[config.mk]
export PLATFORM = sky130hd
export DESIGN_NAME = seq_wide_adder
export DESIGN_NICKNAME = d
export VERILOG_FILES = /design/src/rtl/mpadd_pkg.sv /design/src/rtl/mpadd_slice_adder.sv /design/src/rtl/mpadd_ctrl.sv /design/src/rtl/mpadd_datapath.sv /design/src/rtl/seq_wide_adder.sv
export SDC_FILE = /design/constraint.sdc
export NUM_CORES = 1
export LEC_CHECK = 0
export ABC_AREA = 0
export BUFFER_PORTS_ARGS = -buffer_cell sky130_fd_sc_hd__buf_2
export CORE_AREA = 2 2 304 306
export CTS_BUF_LIST = sky130_fd_sc_hd__clkbuf_4
export CTS_CLUSTER_SIZE = 14
export DETAILED_ROUTE_END_ITERATION = 10
export DIE_AREA = 0 0 306 308
export PLACE_DENSITY = 0.56
export SLEW_MARGIN = 20
export SYNTH_ARGS = -nofsm -noshare
export SYNTH_HDL_FRONTEND = slang
export SYNTH_HIERARCHICAL = 1
export SYNTH_SLANG_ARGS = --single-unit
[constraint.sdc]
create_clock -name clk -period 23.3 [get_ports clk]
set_clock_uncertainty 0.15 [all_clocks]
set_input_delay 4.66 -clock clk [delete_from_list [all_inputs] [get_ports clk]]
set_output_delay 4.66 -clock clk [all_outputs]
set_load 0.1 [all_outputs]
[src/rtl/mpadd_pkg.sv]
package mpadd_pkg;

  typedef enum logic {
    ST_IDLE = 1'b0,
    ST_RUN  = 1'b1
  } ctrlState_e;

  // strobes sent from control to the datapath
  typedef struct packed {
    logic load;   // capture operands, clear carry
    logic step;   // add one slice and shift
  } addStrobes_t;

endpackage

[src/rtl/mpadd_slice_adder.sv]
module mpadd_slice_adder #(
  parameter int SLICE_WIDTH = 32
) (
  input  logic [SLICE_WIDTH-1:0] aIn,
  input  logic [SLICE_WIDTH-1:0] bIn,
  input  logic                   cIn,
  output logic [SLICE_WIDTH-1:0] sumOut,
  output logic                   cOut
);

  logic [SLICE_WIDTH:0] fullSum;

  always_comb begin
    fullSum = {1'b0, aIn} + {1'b0, bIn} + {{SLICE_WIDTH{1'b0}}, cIn};
    sumOut  = fullSum[SLICE_WIDTH-1:0];
    cOut    = fullSum[SLICE_WIDTH];   // the extra sum bit is the carry, as is
  end

endmodule

[src/rtl/mpadd_ctrl.sv]
module mpadd_ctrl
  import mpadd_pkg::*;
#(
  parameter int NUM_SLICES = 8
) (
  input  logic        clk,
  input  logic        rst,
  input  logic        start,
  output logic        busy,
  output logic        done,
  output addStrobes_t strobes
);

  localparam int CNT_W = (NUM_SLICES > 1) ? $clog2(NUM_SLICES) : 1;
  localparam logic [CNT_W-1:0] LAST_IDX = CNT_W'(NUM_SLICES - 1);

  ctrlState_e       stateQ;
  logic [CNT_W-1:0] sliceIdxQ;
  logic             doneQ;

  always_ff @(posedge clk) begin
    if (rst) begin
      stateQ    <= ST_IDLE;
      sliceIdxQ <= '0;
      doneQ     <= 1'b0;
    end else begin
      doneQ <= 1'b0;
      unique case (stateQ)
        ST_IDLE: begin
          if (start) begin
            stateQ    <= ST_RUN;
            sliceIdxQ <= '0;
          end
        end
        ST_RUN: begin
          sliceIdxQ <= sliceIdxQ + 1'b1;
          if (sliceIdxQ == LAST_IDX) begin
            stateQ <= ST_IDLE;
            doneQ  <= 1'b1;
          end
        end
        default: stateQ <= ST_IDLE;
      endcase
    end
  end

  always_comb begin
    strobes.load = (stateQ == ST_IDLE) && start;
    strobes.step = (stateQ == ST_RUN);
  end

  assign busy = (stateQ == ST_RUN);
  assign done = doneQ;

  // ---------------- assertions ----------------
  logic [CNT_W:0] runLenQ;   // busy cycles since the last load

  always_ff @(posedge clk) begin
    if (rst)               runLenQ <= '0;
    else if (strobes.load) runLenQ <= '0;
    else if (busy)         runLenQ <= runLenQ + 1'b1;
  end

  assert_start_accept_R4: assert property (@(posedge clk) disable iff (rst)
    (!busy && start) |=> busy);

  assert_done_pulse_R5: assert property (@(posedge clk) disable iff (rst)
    done |=> !done);

  assert_done_idle_R5: assert property (@(posedge clk) disable iff (rst)
    done |-> !busy);

  assert_run_length_R4: assert property (@(posedge clk) disable iff (rst)
    done |-> (runLenQ == (CNT_W+1)'(NUM_SLICES)));

endmodule

[src/rtl/mpadd_datapath.sv]
module mpadd_datapath
  import mpadd_pkg::*;
#(
  parameter int OP_WIDTH    = 256,
  parameter int SLICE_WIDTH = 32
) (
  input  logic                clk,
  input  logic                rst,
  input  addStrobes_t         strobes,
  input  logic [OP_WIDTH-1:0] opA,
  input  logic [OP_WIDTH-1:0] opB,
  output logic [OP_WIDTH-1:0] sum,
  output logic                carryOut
);

  localparam int SW = SLICE_WIDTH;

  logic [OP_WIDTH-1:0] opAQ, opBQ, sumQ;
  logic                carryQ;
  logic [SW-1:0]       sliceSum;
  logic                sliceCarry;

  mpadd_slice_adder #(.SLICE_WIDTH(SW)) u_slice (
    .aIn    (opAQ[SW-1:0]),
    .bIn    (opBQ[SW-1:0]),
    .cIn    (carryQ),
    .sumOut (sliceSum),
    .cOut   (sliceCarry)
  );

  // operands shift down one slice per step; results enter from the top,
  // so after the last step every slice sits at its own position
  always_ff @(posedge clk) begin
    if (strobes.load) begin
      opAQ <= opA;
      opBQ <= opB;
    end else if (strobes.step) begin
      opAQ <= {{SW{1'b0}}, opAQ[OP_WIDTH-1:SW]};
      opBQ <= {{SW{1'b0}}, opBQ[OP_WIDTH-1:SW]};
      sumQ <= {sliceSum, sumQ[OP_WIDTH-1:SW]};
    end
  end

  always_ff @(posedge clk) begin
    if (rst)               carryQ <= 1'b0;
    else if (strobes.load) carryQ <= 1'b0;
    else if (strobes.step) carryQ <= sliceCarry;
  end

  assign sum      = sumQ;
  assign carryOut = carryQ;

  // ---------------- assertions ----------------
  assert_carry_clear_R6: assert property (@(posedge clk) disable iff (rst)
    strobes.load |=> (carryQ == 1'b0));

  assert_no_reload_R7: assert property (@(posedge clk) disable iff (rst)
    strobes.step |-> !strobes.load);

  assert_hold_result_R8: assert property (@(posedge clk) disable iff (rst)
    (!strobes.load && !strobes.step) |=> ($stable(sumQ) && $stable(carryQ)));

endmodule

[src/rtl/seq_wide_adder.sv]
module seq_wide_adder
  import mpadd_pkg::*;
#(
  parameter int OP_WIDTH    = 256,
  parameter int SLICE_WIDTH = 32
) (
  input  logic                clk,
  input  logic                rst,
  input  logic                start,
  input  logic [OP_WIDTH-1:0] opA,
  input  logic [OP_WIDTH-1:0] opB,
  output logic                busy,
  output logic                done,
  output logic [OP_WIDTH-1:0] sum,
  output logic                carryOut
);

  localparam int NUM_SLICES = OP_WIDTH / SLICE_WIDTH;

  addStrobes_t strobes;

  mpadd_ctrl #(.NUM_SLICES(NUM_SLICES)) u_ctrl (
    .clk     (clk),
    .rst     (rst),
    .start   (start),
    .busy    (busy),
    .done    (done),
    .strobes (strobes)
  );

  mpadd_datapath #(
    .OP_WIDTH    (OP_WIDTH),
    .SLICE_WIDTH (SLICE_WIDTH)
  ) u_dp (
    .clk      (clk),
    .rst      (rst),
    .strobes  (strobes),
    .opA      (opA),
    .opB      (opB),
    .sum      (sum),
    .carryOut (carryOut)
  );

  assert_reset_idle_R9: assert property (@(posedge clk)
    rst |=> (!busy && !done && !carryOut));

endmodule

Word-level counts from Yosys, hierarchy flattened
Cells that the tools add are included.
{"block": "op_classes", "n_addsub": 3, "eq_ne": 2, "muxes": 10, "bitwise": 2, "reduce_logical": 5}
{"op": "$mux 256", "count": 4}
{"op": "$add 32x32->33", "count": 1}
{"op": "$add 33x1->33", "count": 1}
{"op": "$pmux 3 s2", "count": 1}
{"op": "$reduce_or 2->1", "count": 2}
{"op": "$add 3x1->3 const B", "count": 1}
{"op": "$eq 3x3->1 const B", "count": 1}
{"op": "$mux 1", "count": 3}
{"op": "$mux 3", "count": 1}
{"op": "$ne 2x2->1 const B", "count": 1}
{"op": "$not 1->1", "count": 2}
{"op": "$pmux 1 s2", "count": 1}
{"op": "$reduce_and 2->1", "count": 1}
{"op": "$reduce_bool 2->1", "count": 1}
{"op": "$logic_and 1x1->1", "count": 1}
{"block": "word_totals", "register_bits": 774, "input_bits": 515, "out_inout_bits": 259, "elab_cells": 29}

Longest topological paths before layout
{"block": "depth", "depth_word": 4, "ltp_mapped": 11, "ltp_nobuf": 11}

By module
Netlist, hierarchy kept.
{"mod": "mpadd_datapath", "instances": 1, "cells_per_inst": 1342, "area_each_um2": 30100.1, "seq_area_each_um2": 23082.1}
{"mod": "mpadd_slice_adder", "instances": 1, "cells_per_inst": 237, "area_each_um2": 1714.1, "seq_area_each_um2": 0.0}
{"mod": "mpadd_ctrl", "instances": 1, "cells_per_inst": 23, "area_each_um2": 242.7, "seq_area_each_um2": 100.1}

Worst setup path before layout
Ideal clock, no wire load.
{"block": "synth_timing", "path_type": "input port to flip-flop", "startpoint": "in start", "endpoint": "reg u_dp.sumQ[0], in the netlist u_dp/sum[0] (enable)", "arrival_time_ns": 16.611, "t_required_ns": 22.241, "setup_slack_ns": 5.631, "cell_stages": 5, "cell_sequence": "and2b_2 -> buf_4 -> buf_6 -> buf_4 -> nor2b_1"}
{"block": "synth_via", "elab_chain_cells": 3}
{"item": "start: declaration", "line": "seq_wide_adder.sv:9", "rtl": "input logic start,"}
{"item": "$logic_and 1x1->1", "line": "mpadd_ctrl.sv:48", "rtl": "strobes.load = (stateQ == ST_IDLE) && start;"}
{"item": "$not 1->1 (no line)"}
{"item": "$reduce_and 2->1 (no line)"}
{"item": "end signal: assignment", "line": "mpadd_datapath.sv:40", "rtl": "sumQ <= {sliceSum, sumQ[OP_WIDTH-1:SW]};"}
{"item": "end: declaration", "line": "mpadd_datapath.sv:18", "rtl": "logic [OP_WIDTH-1:0] opAQ, opBQ, sumQ;"}
Every way passes these cells.
A chain may end at the register's enable or synchronous reset.

==> run summary <==
The arrival time at the worst endpoint came out at 7410 ps. The warning count from the yosys run is 6. For this run, the post-layout net count is between 3000 and 4000. The analysis attributes to cell leakage a power of 16.07 nW. The number of top-level design ports is a little under 800. The floorplan row count is 111. The maximum clock frequency came out at 0.1439 GHz. Synthesis produced a netlist with a net count of between 2000 and 2500. The run finished with clean final reports. Power comes to approximately 3.6 mW. The effective utilization at floorplan is 35.24%.

The height of the chip is about 310 um. The initial antenna violation count came out at 85. The total die area is approximately 94000 um2. For the worst-skew pair, the clock arrives at the later sink with an insertion delay of ~1100 ps.

The most used flip-flop cell after synthesis is edfxtp_1. The worst-case IR drop observed on VDD is around 0.000043 V. The master cell of the clock root buffer is clkbuf_4. The class of the most critical hold timing path is register to register.

The remaining antenna violation count came out at 0. The total power density per cell area is just over 90 nW/um2. The endpoint type of the worst setup path is a register. The layout filler cell count is 8257. The flip-flop and latch count after synthesis came out at 774. For this run, design rule violations remaining after detail routing come to 0. The via count of the first global-routing pass came to 18750. The average size of a mapped cell is around 20 um2. The slew of the pin with the lowest slew margin came out at 1286 ps. The top cell type by area accounts for between 70% and 80% of the synthesized area. Sorting the synthesized cells by area gives the leading types as edfxtp_1, mux2_4, mux2_2. The critical path required time is 23760 ps. The width of the die came out at ~310 um.

The routed length per placed instance is 21.91 um. The first global-routing pass estimated 120200 um of wire. The area growth from synthesis to final layout came out at 23.90%.

The H-tree was split into 4 levels. For this run, the detailed router's first-pass iteration total came to 7. The maximum clock path buffer count came out at 3. The core outline area came out at 90970 um2. The number of instances in the synthesized netlist is approximately 1600. The final max-slew violation count is 0. The detailed-route via count came out at 17850. The clock period could shrink to between 6000 and 7000 ps.

The worst setup path is of the input pin to register kind. The share of cells above drive strength 1 came out at 58.24%. After clock tree synthesis, the clock-pin slew on the worst setup and hold paths is approximately 60 ps.

Buffers inserted to repair hold after CTS numbered 0. The biggest area contributor in the post-synthesis netlist is edfxtp_1. The detailed placer's ending HPWL came out at 63540 um.

The clock net sink count is between 700 and 800. The cell area after synthesis is 32060 um2. The first routing iteration left 1197 violations. Sorting the synthesized cells by how often they occur yields edfxtp_1, mux2_4, mux2_2. The global routing usage summed across all routing layers came out at 17.64%. The number of setup buffers added after CTS is 0.

The number of buffers inserted by port buffering is between 700 and 800. Of the available clock period, the critical path in the final layout requires 29.82%. The total detailed-routing wirelength is 85390 um. Summing the sequential cell areas from Yosys gives slightly above 70% of the chip area. The routed via count divided by cell count came out at 4.579.

Setup repair after global routing left no endpoint under its margin. The tool flagged a number of max-cap violations equal to 0. The number of hold violations in the final report is 0. The total congestion overflow is 0. The number of clock buffers inserted by TritonCTS came out at a little over 200. The total of cells resized after clock tree synthesis came out at 0. The most frequently used cell type in the post-synthesis netlist is edfxtp_1. The number of different library cells in the post-synthesis netlist is 58. In this run the worst path has a maximum fanout of 150. The multi-input combinational cells in the finished layout cover a total of 8341 um2.

The final RePlAce weighted congestion is 0.9111. The share of flip-flops with an asynchronous set or reset after synthesis came out at 0%. The setup TNS came out at 0 ps. The relative slew slack is 14.24%. Entering global routing, the biggest net connects around 190 pins.

Summing all flip-flop and latch instances after layout gives 23180 um2. TritonCTS built the clock tree. STA classifies the critical path startpoint as an input pin. The number of synthesized flops with an enable pin came out at between 700 and 800.

The count of final setup violators is 0.
## logic make-up after synthesis
| family | share of synthesized area (%) |
|---|---|
| simple gates | 2.557 |
| mux | 19.08 |
| buf+inv | 1.702 |
| fa+ha+maj | 1.452 |
| flops | 72.32 |
| compound gates | 2.127 |
| xor+xnor | 0.7650 |
## power breakdown
part | leakage, nW | switching (mW) | total, mW | internal (mW)
Clock | 1.54 | 0.567 | 1.19 | 0.623
Combinational | 6.98 | 0.414 | 0.641 | 0.227
Sequential | 7.55 | 0.0550 | 1.78 | 1.72
## area by class of cell
cell class                 instances  area share, %
inverter                           5        0.04725
clock inverter                    70          1.068
clock buffer                     293          5.538
timing repair buffer             786          10.09
tap                             1186          3.736
sequential                       774          58.37
antenna                           25         0.1575
multi-input combinational        759          21.00
## critical path: stages
cell     delay (ps)
buf_2           130
and2b_4         280
nor2b_4         520
buf_12          540
buf_4           930
## routing by layer
metal | part of all wire [%] | vias to the layer above | global-route usage [%]
met1 | 36 | 8468 | 18.10
li1 | - | 8327 | -
met4 | 3.1 | 72 | 8.042
met2 | 51 | 738 | 30.91
met5 | 0.54 | - | 0
met3 | 9.0 | 243 | 7.799
## final timing paths
kind,cells past startpoint,endpoint,startpoint,slack [ps]
setup / recovery,5,u_dp/sum[151],start,16350
hold / removal,0,u_dp/sum[72],u_dp/sum[104],260
setup reg to reg,4,u_dp/sum[151],u_ctrl/busy,19480
hold reg to reg,0,u_dp/sum[72],u_dp/sum[104],260
## state kept, by name (all words and copies together), names as in the netlist
name / cells
u_ctrl/busy: 1
u_ctrl/done: 1
u_ctrl/sliceIdxQ: 3
u_dp/carryOut: 1
u_dp/opAQ: 256
u_dp/opBQ: 256
u_dp/sum: 256
## cells in the final DEF (no fill, tap or decap), types with 3 or more instances in the layout
cell / synthesis / routed
nor2_1: 17 / 17
mux2_2: 165 / 165
ha_1: 34 / 34
clkinvlp_4: 0 / 3
and4_1: 3 / 3
o21ai_0: 15 / 15
or3b_1: 3 / 3
bufinv_16: 0 / 4
clkinv_2: 0 / 8
nand4_1: 7 / 7
clkbuf_4: 0 / 293
clkinv_4: 0 / 3
nor3_1: 4 / 4
o31ai_1: 3 / 3
edfxtp_1: 768 / 768
mux2_4: 283 / 283
diode_2: 0 / 25
and2_1: 65 / 65
a21oi_1: 34 / 34
a211oi_1: 4 / 4
a31oi_1: 3 / 3
buf_2: 21 / 773
dfxtp_1: 6 / 6
a21o_1: 15 / 15
o21a_1: 3 / 3
xnor2_1: 14 / 14
xor2_1: 14 / 14
inv_6: 0 / 4
inv_1: 5 / 5
buf_4: 4 / 9
buf_12: 0 / 3
clkinv_1: 0 / 47
nand2_1: 26 / 26
nand3_1: 7 / 7
## stage by stage
stage	std cells	utilization [%]	area (um2)	hold WS [ps]	setup slack, ps
floorplan	1602	-	32060	346.9	5631
global placement	3510	40.71	37030	278.5	15370
detailed placement	3510	40.71	37030	276.4	15330
CTS	3873	43.59	39650	260.3	16140
global route	3891	43.64	39700	297.2	16140
finish	3898	43.66	39720	257.7	16350
Power figures use the tool's default switching activity.
